<file path="config.mk">
export PLATFORM = sky130hd
export DESIGN_NAME = offset_cal_unit
export DESIGN_NICKNAME = d
export VERILOG_FILES = /design/src/rtl/ofc_pkg.sv /design/src/rtl/ofc_regbank.sv /design/src/rtl/ofc_lane.sv /design/src/rtl/offset_cal_unit.sv
export SDC_FILE = /design/constraint.sdc
export NUM_CORES = 1
export LEC_CHECK = 0
export BUFFER_PORTS_ARGS = -buffer_cell sky130_fd_sc_hd__buf_2
export CAP_MARGIN = 20
export CORE_UTILIZATION = 40
export CTS_CLUSTER_DIAMETER = 60
export DETAILED_ROUTE_END_ITERATION = 6
export PLACE_DENSITY = 0.69
export SLEW_MARGIN = 20
export SYNTH_ARGS = -nofsm -noshare
export SYNTH_HDL_FRONTEND = slang
export SYNTH_SLANG_ARGS = --single-unit
</file>
<file path="constraint.sdc">
create_clock -name clk -period 8.61 [get_ports clk]
set_input_delay 0.861 -clock clk [delete_from_list [all_inputs] [get_ports clk]]
set_output_delay 0.861 -clock clk [all_outputs]
set_load 0.005 [all_outputs]
</file>
<file path="src/rtl/ofc_pkg.sv">
package ofc_pkg;
    typedef enum logic [0:0] {
        MODE_TRIM = 1'b0,
        MODE_PASS = 1'b1
    } lane_mode_e;

    localparam logic [7:0] MAIN_BASE  = 8'h07;
    localparam logic [7:0] AUX_BASE   = 8'h17;
    localparam int         MAIN_DW    = 32;
    localparam int         MAIN_CW    = 24;
    localparam int         AUX_DW     = 24;
    localparam int         AUX_CW     = 16;
endpackage

</file>
<file path="src/rtl/ofc_regbank.sv">
module ofc_regbank #(
    parameter int         NBYTES = 3,
    parameter logic [7:0] BASE   = 8'h07
) (
    input  logic                  clk,
    input  logic                  rst_n,
    input  logic [7:0]            addr,
    input  logic [7:0]            wdata,
    input  logic                  wr,
    output logic [8*NBYTES-1:0]   word,
    output logic [7:0]            rdata
);
    localparam int WW = 8 * NBYTES;

    logic [7:0] bytes_q [NBYTES];

    for (genvar i = 0; i < NBYTES; i++) begin : g_byte
        localparam logic [7:0] BYTE_ADDR = BASE + 8'(i);
        always_ff @(posedge clk) begin
            if (!rst_n) begin
                bytes_q[i] <= 8'h00;
            end else if (wr && (addr == BYTE_ADDR)) begin
                bytes_q[i] <= wdata;
            end
        end
        assign word[8*i +: 8] = bytes_q[i];
    end

    always_comb begin
        rdata = 8'h00;
        for (int k = 0; k < NBYTES; k++) begin
            if (addr == BASE + 8'(k)) begin
                rdata = bytes_q[k];
            end
        end
    end

    logic [WW-1:0] unused_w;
    assign unused_w = word;
endmodule

</file>
<file path="src/rtl/ofc_lane.sv">
module ofc_lane
    import ofc_pkg::*;
#(
    parameter int DW = 32,
    parameter int CW = 24
) (
    input  logic          clk,
    input  logic          rst_n,
    input  logic          chop,
    input  logic [DW-1:0] din,
    input  logic          din_vld,
    input  logic [CW-1:0] cal,
    output logic [DW-1:0] dout,
    output logic          dout_vld
);
    localparam int            SH     = DW - CW;
    localparam logic [DW-1:0] POS_LIM = {1'b0, {(DW-1){1'b1}}};
    localparam logic [DW-1:0] NEG_LIM = {1'b1, {(DW-1){1'b0}}};

    lane_mode_e    mode;
    logic [DW:0]   ext_in;
    logic [DW:0]   ext_cal;
    logic [DW:0]   diff;
    logic [DW-1:0] trimmed;
    logic [DW-1:0] next_q;

    always_comb begin
        mode = chop ? MODE_PASS : MODE_TRIM;
    end

    always_comb begin
        ext_in  = {din[DW-1], din};
        ext_cal = {cal[CW-1], cal, {SH{1'b0}}};
        diff    = ext_in - ext_cal;
        unique case ({diff[DW], diff[DW-1]})
            2'b01:   trimmed = POS_LIM;
            2'b10:   trimmed = NEG_LIM;
            default: trimmed = diff[DW-1:0];
        endcase
    end

    always_comb begin
        unique case (mode)
            MODE_PASS: next_q = din;
            MODE_TRIM: next_q = trimmed;
            default:   next_q = din;
        endcase
    end

    always_ff @(posedge clk) begin
        if (!rst_n) begin
            dout     <= '0;
            dout_vld <= 1'b0;
        end else begin
            dout_vld <= din_vld;
            if (din_vld) begin
                dout <= next_q;
            end
        end
    end
endmodule

</file>
<file path="src/rtl/offset_cal_unit.sv">
module offset_cal_unit
    import ofc_pkg::*;
(
    input  logic        clk,
    input  logic        rst_n,
    input  logic [7:0]  reg_addr,
    input  logic [7:0]  reg_wdata,
    input  logic        reg_wr,
    output logic [7:0]  reg_rdata,
    input  logic        chop_en,
    input  logic [31:0] main_din,
    input  logic        main_din_vld,
    output logic [31:0] main_dout,
    output logic        main_dout_vld,
    input  logic [23:0] aux_din,
    input  logic        aux_din_vld,
    output logic [23:0] aux_dout,
    output logic        aux_dout_vld
);
    localparam int MAIN_NB = MAIN_CW / 8;
    localparam int AUX_NB  = AUX_CW / 8;

    logic [MAIN_CW-1:0] main_cal;
    logic [AUX_CW-1:0]  aux_cal;
    logic [7:0]         main_rd;
    logic [7:0]         aux_rd;

    ofc_regbank #(.NBYTES(MAIN_NB), .BASE(MAIN_BASE)) u_main_regs (
        .clk   (clk),
        .rst_n (rst_n),
        .addr  (reg_addr),
        .wdata (reg_wdata),
        .wr    (reg_wr),
        .word  (main_cal),
        .rdata (main_rd)
    );

    ofc_regbank #(.NBYTES(AUX_NB), .BASE(AUX_BASE)) u_aux_regs (
        .clk   (clk),
        .rst_n (rst_n),
        .addr  (reg_addr),
        .wdata (reg_wdata),
        .wr    (reg_wr),
        .word  (aux_cal),
        .rdata (aux_rd)
    );

    assign reg_rdata = main_rd | aux_rd;

    ofc_lane #(.DW(MAIN_DW), .CW(MAIN_CW)) u_main_lane (
        .clk      (clk),
        .rst_n    (rst_n),
        .chop     (chop_en),
        .din      (main_din),
        .din_vld  (main_din_vld),
        .cal      (main_cal),
        .dout     (main_dout),
        .dout_vld (main_dout_vld)
    );

    ofc_lane #(.DW(AUX_DW), .CW(AUX_CW)) u_aux_lane (
        .clk      (clk),
        .rst_n    (rst_n),
        .chop     (chop_en),
        .din      (aux_din),
        .din_vld  (aux_din_vld),
        .cal      (aux_cal),
        .dout     (aux_dout),
        .dout_vld (aux_dout_vld)
    );
endmodule

</file>
Word level (Yosys, flattened, before mapping)
Memory sizes are Yosys's and may differ from the RTL's.
Cells that the tools add are included.
- register bits after elaboration: 58
- RAM bits: 40
- input port bits: 78
- output and inout bits: 66
- word-level logic and storage cells: 60
- memories kept: 2
- memory list (name ; words ; bits a word ; rd ports ; clocked after memory_dff ; wr ports ; RTL line ; source):
    u_main_regs.bytes_q ; 3 ; 8 ; 3 ; 0 ; 3 ; ofc_regbank.sv:15 ; logic [7:0] bytes_q [NBYTES];
    u_aux_regs.bytes_q ; 2 ; 8 ; 2 ; 0 ; 2 ; ofc_regbank.sv:15 ;
- $add $sub $neg: 2
- equality and inequality tests: 9
- mux-type cells: 31
- bitwise logic cells: 7
- reduce and logical (&&, ||, !) cells: 5
- operators by type and width (cell ; number):
    one-hot mux 32 bit (2 select lines) ; 2
    one-hot mux 24 bit (2 select lines) ; 2
    2-to-1 mux 8 bit ; 10
    subtractor 32 x 32 -> 33 bit ; 1
    subtractor 24 x 24 -> 25 bit ; 1
    2-to-1 mux 1 bit ; 17
    == test 8 x 4 -> 1 bit (second input constant) ; 2
    == test 8 x 5 -> 1 bit (second input constant) ; 2
    == test 8 x 3 -> 1 bit (second input constant) ; 1
    bitwise OR 8 bit ; 1
    logical AND 1 bit ; 5
    bitwise OR 1 bit ; 5
    == test 2 x 1 -> 1 bit (second input constant) ; 2
    == test 2 bit (second input constant) ; 2
    NOT 1 bit ; 1

Logic depth before layout (Yosys ltp)
- word-level depth: 6
- depth in mapped cells: 20
- mapped depth without buffers: 19

Hierarchy
A second synthesis with hierarchy kept.
- cells, all modules: 818
- area total of the unflattened synthesis: 7056.8 sq um
- modules (own cells, without submodules) (module ; times used ; cells an instance ; area each (sq um) ; sequential area each (sq um)):
    ofc_lane at u_main_lane ; 1 ; 375 ; 2841.5 ; 660.6
    ofc_lane at u_aux_lane ; 1 ; 282 ; 2148.3 ; 500.5
    ofc_regbank at u_main_regs ; 1 ; 91 ; 1223.7 ; 720.7
    ofc_regbank at u_aux_regs ; 1 ; 62 ; 793.3 ; 480.5
    offset_cal_unit ; 1 ; 8 ; 50.0 ; 0.0

Worst setup path after synthesis
Ideal clock, no wire load.
- kind: input-to-reg
- from: in aux_din[8]
- to: reg u_aux_lane.dout[14]
- setup time: 0.059 ns
- data arrival time: 4.096 ns
- data required time: 8.551 ns
- path slack: 4.456 ns
- stages on the path: 19
- path buffers: 2
- cell sequence: inv_1 ha_1 inv_1 fa_1 a21o_1 a21oi_1 o21ai_0 nand4_1 nand2_1 a31o_2 nand2_1 a31o_2 ha_1 clkinv_1 and3_1 clkbuf_1 nand2b_1 clkbuf_1 o221a_2
- word-level cells in the longest chain between the ends: 4
- elaborated cells between the ends (all ways): 5
- those cells by class: 1 x add/sub; 2 x eq/ne; 2 x mux
- ends and longest elaborated chain (what ; RTL line ; source):
    start: declaration ; offset_cal_unit.sv:15 ; input logic [23:0] aux_din,
    subtractor 24 x 24 -> 25 bit (*) ; ofc_lane.sv:34 ; diff = ext_in - ext_cal;
    == test 2 bit or == test 2 x 1 -> 1 bit (tied branches) ; ofc_lane.sv:35 ; unique case ({diff[DW], diff[DW-1]})
    one-hot mux 24 bit (2 select lines) (*) ; ofc_lane.sv:35 ;
    one-hot mux 24 bit (2 select lines) (*) ; ofc_lane.sv:43 ; unique case (mode)
    end signal: assignment ; ofc_lane.sv:57 ; dout <= next_q;
    end: declaration ; ofc_lane.sv:13 ; output logic [DW-1:0] dout,
Mark *: on every way between the ends. The rest lies on a longest branch, timed or not.
A chain may end at the register's enable or synchronous reset.

Worst setup path in the final report
- from: in main_din[8]
- to: reg u_main_lane.dout[26]
- word-level cells in the longest chain between the ends: 4
- elaborated cells between the ends (all ways): 5
- those cells by class: 1 x add/sub; 2 x eq/ne; 2 x mux
- ends and longest elaborated chain (what ; RTL line ; source):
    start: declaration ; offset_cal_unit.sv:11 ; input logic [31:0] main_din,
    subtractor 32 x 32 -> 33 bit (*) ; ofc_lane.sv:34 ;
    == test 2 bit or == test 2 x 1 -> 1 bit (tied branches) ; ofc_lane.sv:35 ;
    one-hot mux 32 bit (2 select lines) (*) ; ofc_lane.sv:35 ;
    one-hot mux 32 bit (2 select lines) (*) ; ofc_lane.sv:43 ;
    end signal: assignment ; ofc_lane.sv:57 ;
    end: declaration ; ofc_lane.sv:13 ;
Marks and branches as above.

==> impl_metrics.yaml <==
worst_setup_path:
  cp-endpoint: "u_main_lane.dout[26]"
  reg2reg_from: "u_main_regs.bytes_q[0][1]"
  start_kind: "input pin"
  crit_start: "main_din[8]"
  worstPathMaxFanout: 19
  crit_family: "compound AO/OA/AOI/OAI gates"
  ff2ff_setup_slack_ns: 4.25
  worstReg2RegEnd: "u_main_lane.dout[26]"
  path_class: "in -> reg"
  endpoint_kind: "flip-flop"
  slowest_stage: "ha_1"
  reg2regPathDepth: 16
  cp_num_buf_inv: 5
  cp_cell_sequence: "buf_2 -> inv_1 -> ha_1 -> inv_1 -> fa_1 -> a21oi_1 -> o21ai_2 -> and4_4 -> nor3_4 -> a31oi_1 -> o21ai_0 -> a211oi_1 -> a211oi_1 -> ha_1 -> inv_1 -> nor2_1 -> buf_4 -> nand2_1 -> or3_1 -> o211ai_1"
  worst_path_most_repeated_cell: "inv_1"
  critPathRequiredTime_ns: 8.89
  crit_cells: 20
  slowest_delay_ns: 0.52
  crit_arrival_ns: 4.86
clocking:
  cts_tree: "built"
  clk_latency_ns: 0.36
  clk_pin_slew_ns: 0.07
  post_cts_buffers: 0
  cts.repair.resized: 0
  htree_levels: 3
  holdBufCountCts: 0
  cts_inserted_buffers: 9
  cts_root_buffer: "clkbuf_16"
  clock_sinks: 98
  clk_path_buf_depth: 2
pwr:
  power_frac_seq_pct: 41.8
  power.density_nw_per_um2: 172.3
  p_sw_share_pct: 32.99
  ir_drop_mv: 0.1033
  p_sw_uw: 428.2
  p_comb_share_pct: 27.8
  p_int_uw: 869.8
  leakage_uw: 0.003504
  total_power_uw: 1298
  p_clk_share_pct: 30.5
finish:
  final_cells: 1077
  synthToLayoutAreaGrowth_pct: 17.51
  layout_common_cells: "143 x buf_2, 72 x o21ai_0, 67 x a21oi_1"
  final_common_cell: "buf_2"
  diodes: 0
  drive_gt1_share_pct: 20.44
  layout.nets: 985
  fin_util_pct: 48.83
sta:
  fmax_mhz: 218.5
  slew_headroom_pct: 56.96
  drv_slew: 0
  rsz0062_at_grt: "false"
  fin_crit_ns: 4.577
  setup_tns_ns: 0
  hold_viol: 0
  period_share_pct: 53.16
  setup_viol: 0
  fin_worst_skew_ns: 0.009186
  worst_slew_pin_slew_ns: 0.6372
global_routing:
  grt_usage_pct: 22.63
  grt_antenna_before_repair: 0
  grt_pass1_wl_um: 28920
  grt_pass1_vias: 5675
  grt_max_degree: 70
  overflow: 0
logic_synthesis:
  ys_seq_area_share_pct: 36.85
  syn_area_um2: 6411
  synth_top_area_share_pct: 18.74
  synth_edf_count: 40
  syn_area_per_cell_um2: 8.594
  synth_cells: 746
  synth_cell_types: 65
  synth_top_area_cell: "edfxtp_1"
  async_flop_share_pct: 0
  yosys_warnings: 0
  synthTopCellsByArea: "edfxtp_1 19%, dfxtp_1 18%, ha_1 8.6%"
  synth_flop_cell: "dfxtp_1"
  synth_nets: 870
  ys_ff_latch: 98
routing:
  drc: 0
  routed_via_density: 5.583
  wl_met2_um: 8220
  dr.first_iter.drc_count: 439
  wl_met3_um: 1014
  antenna_left: 0
  top_layer_used: "met4"
  avgRoutedWirePerCell_um: 17.00
  drtPass1Iterations: 6
  routed_wirelength_um: 18310
  via_count: 6013
  drt-met1-wl_um: 8705
floorplanning:
  initial_core_util_pct: 41.56
  die_h_um: 128.6
  pin_count: 144
  core_um2: 15430
  die_w_um: 128.6
  dieArea_um2: 16540
  rows: 45
place:
  hpwl_um: 14120
  dp_cells: 1061
  finalWeightedCongestion: 0.9502
  numPortBuffers: 143
run_status:
  status: "completed"
hold_path:
  hold_path_class: "reg -> reg"
job:
  maxCapViolCount: 0
## per-stage QoR
step                hold WS (ns)  worst slack (ns)  instance area [µm²]
floorplan                 0.4766             4.456                 6411
global placement          0.4580             3.736                 7247
detailed placement        0.4647             3.702                 7247
CTS                       0.4813             4.055                 7533
global route              0.4890             3.581                 7533
finish                    0.4788             4.033                 7533
## layout make-up
cell class	instances	area [µm²]
fillers	1565	7894
multi-input cells	547	3661
flip-flops and latches	98	2362
well taps	211	264.0
repair buffers	146	738.2
inverters	59	221.5
clock inverters	7	61.31
clock buffers	9	225.2
## power groups by stage
| stage | registers, µW | clock network [µW] | logic (µW) |
|---|---|---|---|
| after floorplan | 550 | 0 | 241 |
| after global placement | 552 | 0 | 356 |
| after detailed placement | 553 | 0 | 356 |
| after CTS | 542 | 403 | 358 |
| after global routing | 546 | 417 | 404 |
| final | 542 | 395 | 361 |
## flip-flops by register name, summed over array words and instances, names as in the netlist
register,flops
u_aux_lane.dout_vld,1
u_main_lane.dout,32
u_main_lane.dout_vld,1
u_aux_regs.bytes_q,16
u_main_regs.bytes_q,24
u_aux_lane.dout,24
## cells in the mapped netlist (3+ instances only)
cell type  count
nand2_1       53
a31o_2         3
xnor2_1       18
a21oi_1       67
and3_1        12
clkbuf_1      36
xor2_1        12
a222oi_1       8
o21ai_1        3
nand3_1       12
o2111ai_1      3
edfxtp_1      40
nand4_1        6
o21ai_0       72
a22oi_1       10
nor2b_1        6
a21o_1        23
o221a_2        3
or2_2          3
nor3_1         8
a211oi_1       3
dfxtp_1       58
mux2i_1        3
o221ai_1       4
a221oi_1      20
o211ai_1       3
a31oi_1        9
buf_2          4
nand2b_1       3
nor3b_1        4
nor2_1        41
and2_1        45
o21a_1         8
ha_1          44
inv_1         57
## layer usage
metal / vias to the layer above / global-route usage [%]
met5: - / 0
met4: 0 / 8.304
met3: 20 / 2.911
met2: 213 / 35.99
met1: 2819 / 31.44
li1: 2961 / -
## kinds of logic (layout without fill, tap and decap cells)
family | Yosys count | in the layout | synth area share (%)
XOR/XNOR | 30 | 30 | 4.098
multiplexers | 4 | 4 | 0.6440
flip-flops | 98 | 98 | 36.85
AO/OA/AOI/OAI | 262 | 262 | 26.68
adder cells (fa/ha/maj) | 46 | 46 | 9.212
buffers and inverters | 101 | 221 | 6.050
AND/OR/NAND/NOR | 205 | 205 | 16.47
## how the worst min path moves through the flow
stage	to	depth (start not counted)	start
after floorplan	u_aux_lane.dout[10]	1	u_aux_lane.dout[10]
after global placement	u_aux_lane.dout[10]	1	u_aux_lane.dout[10]
after detailed placement	u_aux_lane.dout[10]	1	u_aux_lane.dout[10]
after CTS	u_aux_lane.dout[10]	1	u_aux_lane.dout[10]
after global routing	u_aux_lane.dout[10]	1	u_aux_lane.dout[10]
final	u_aux_lane.dout[10]	1	u_aux_lane.dout[10]
Power figures use the tool's default switching activity.
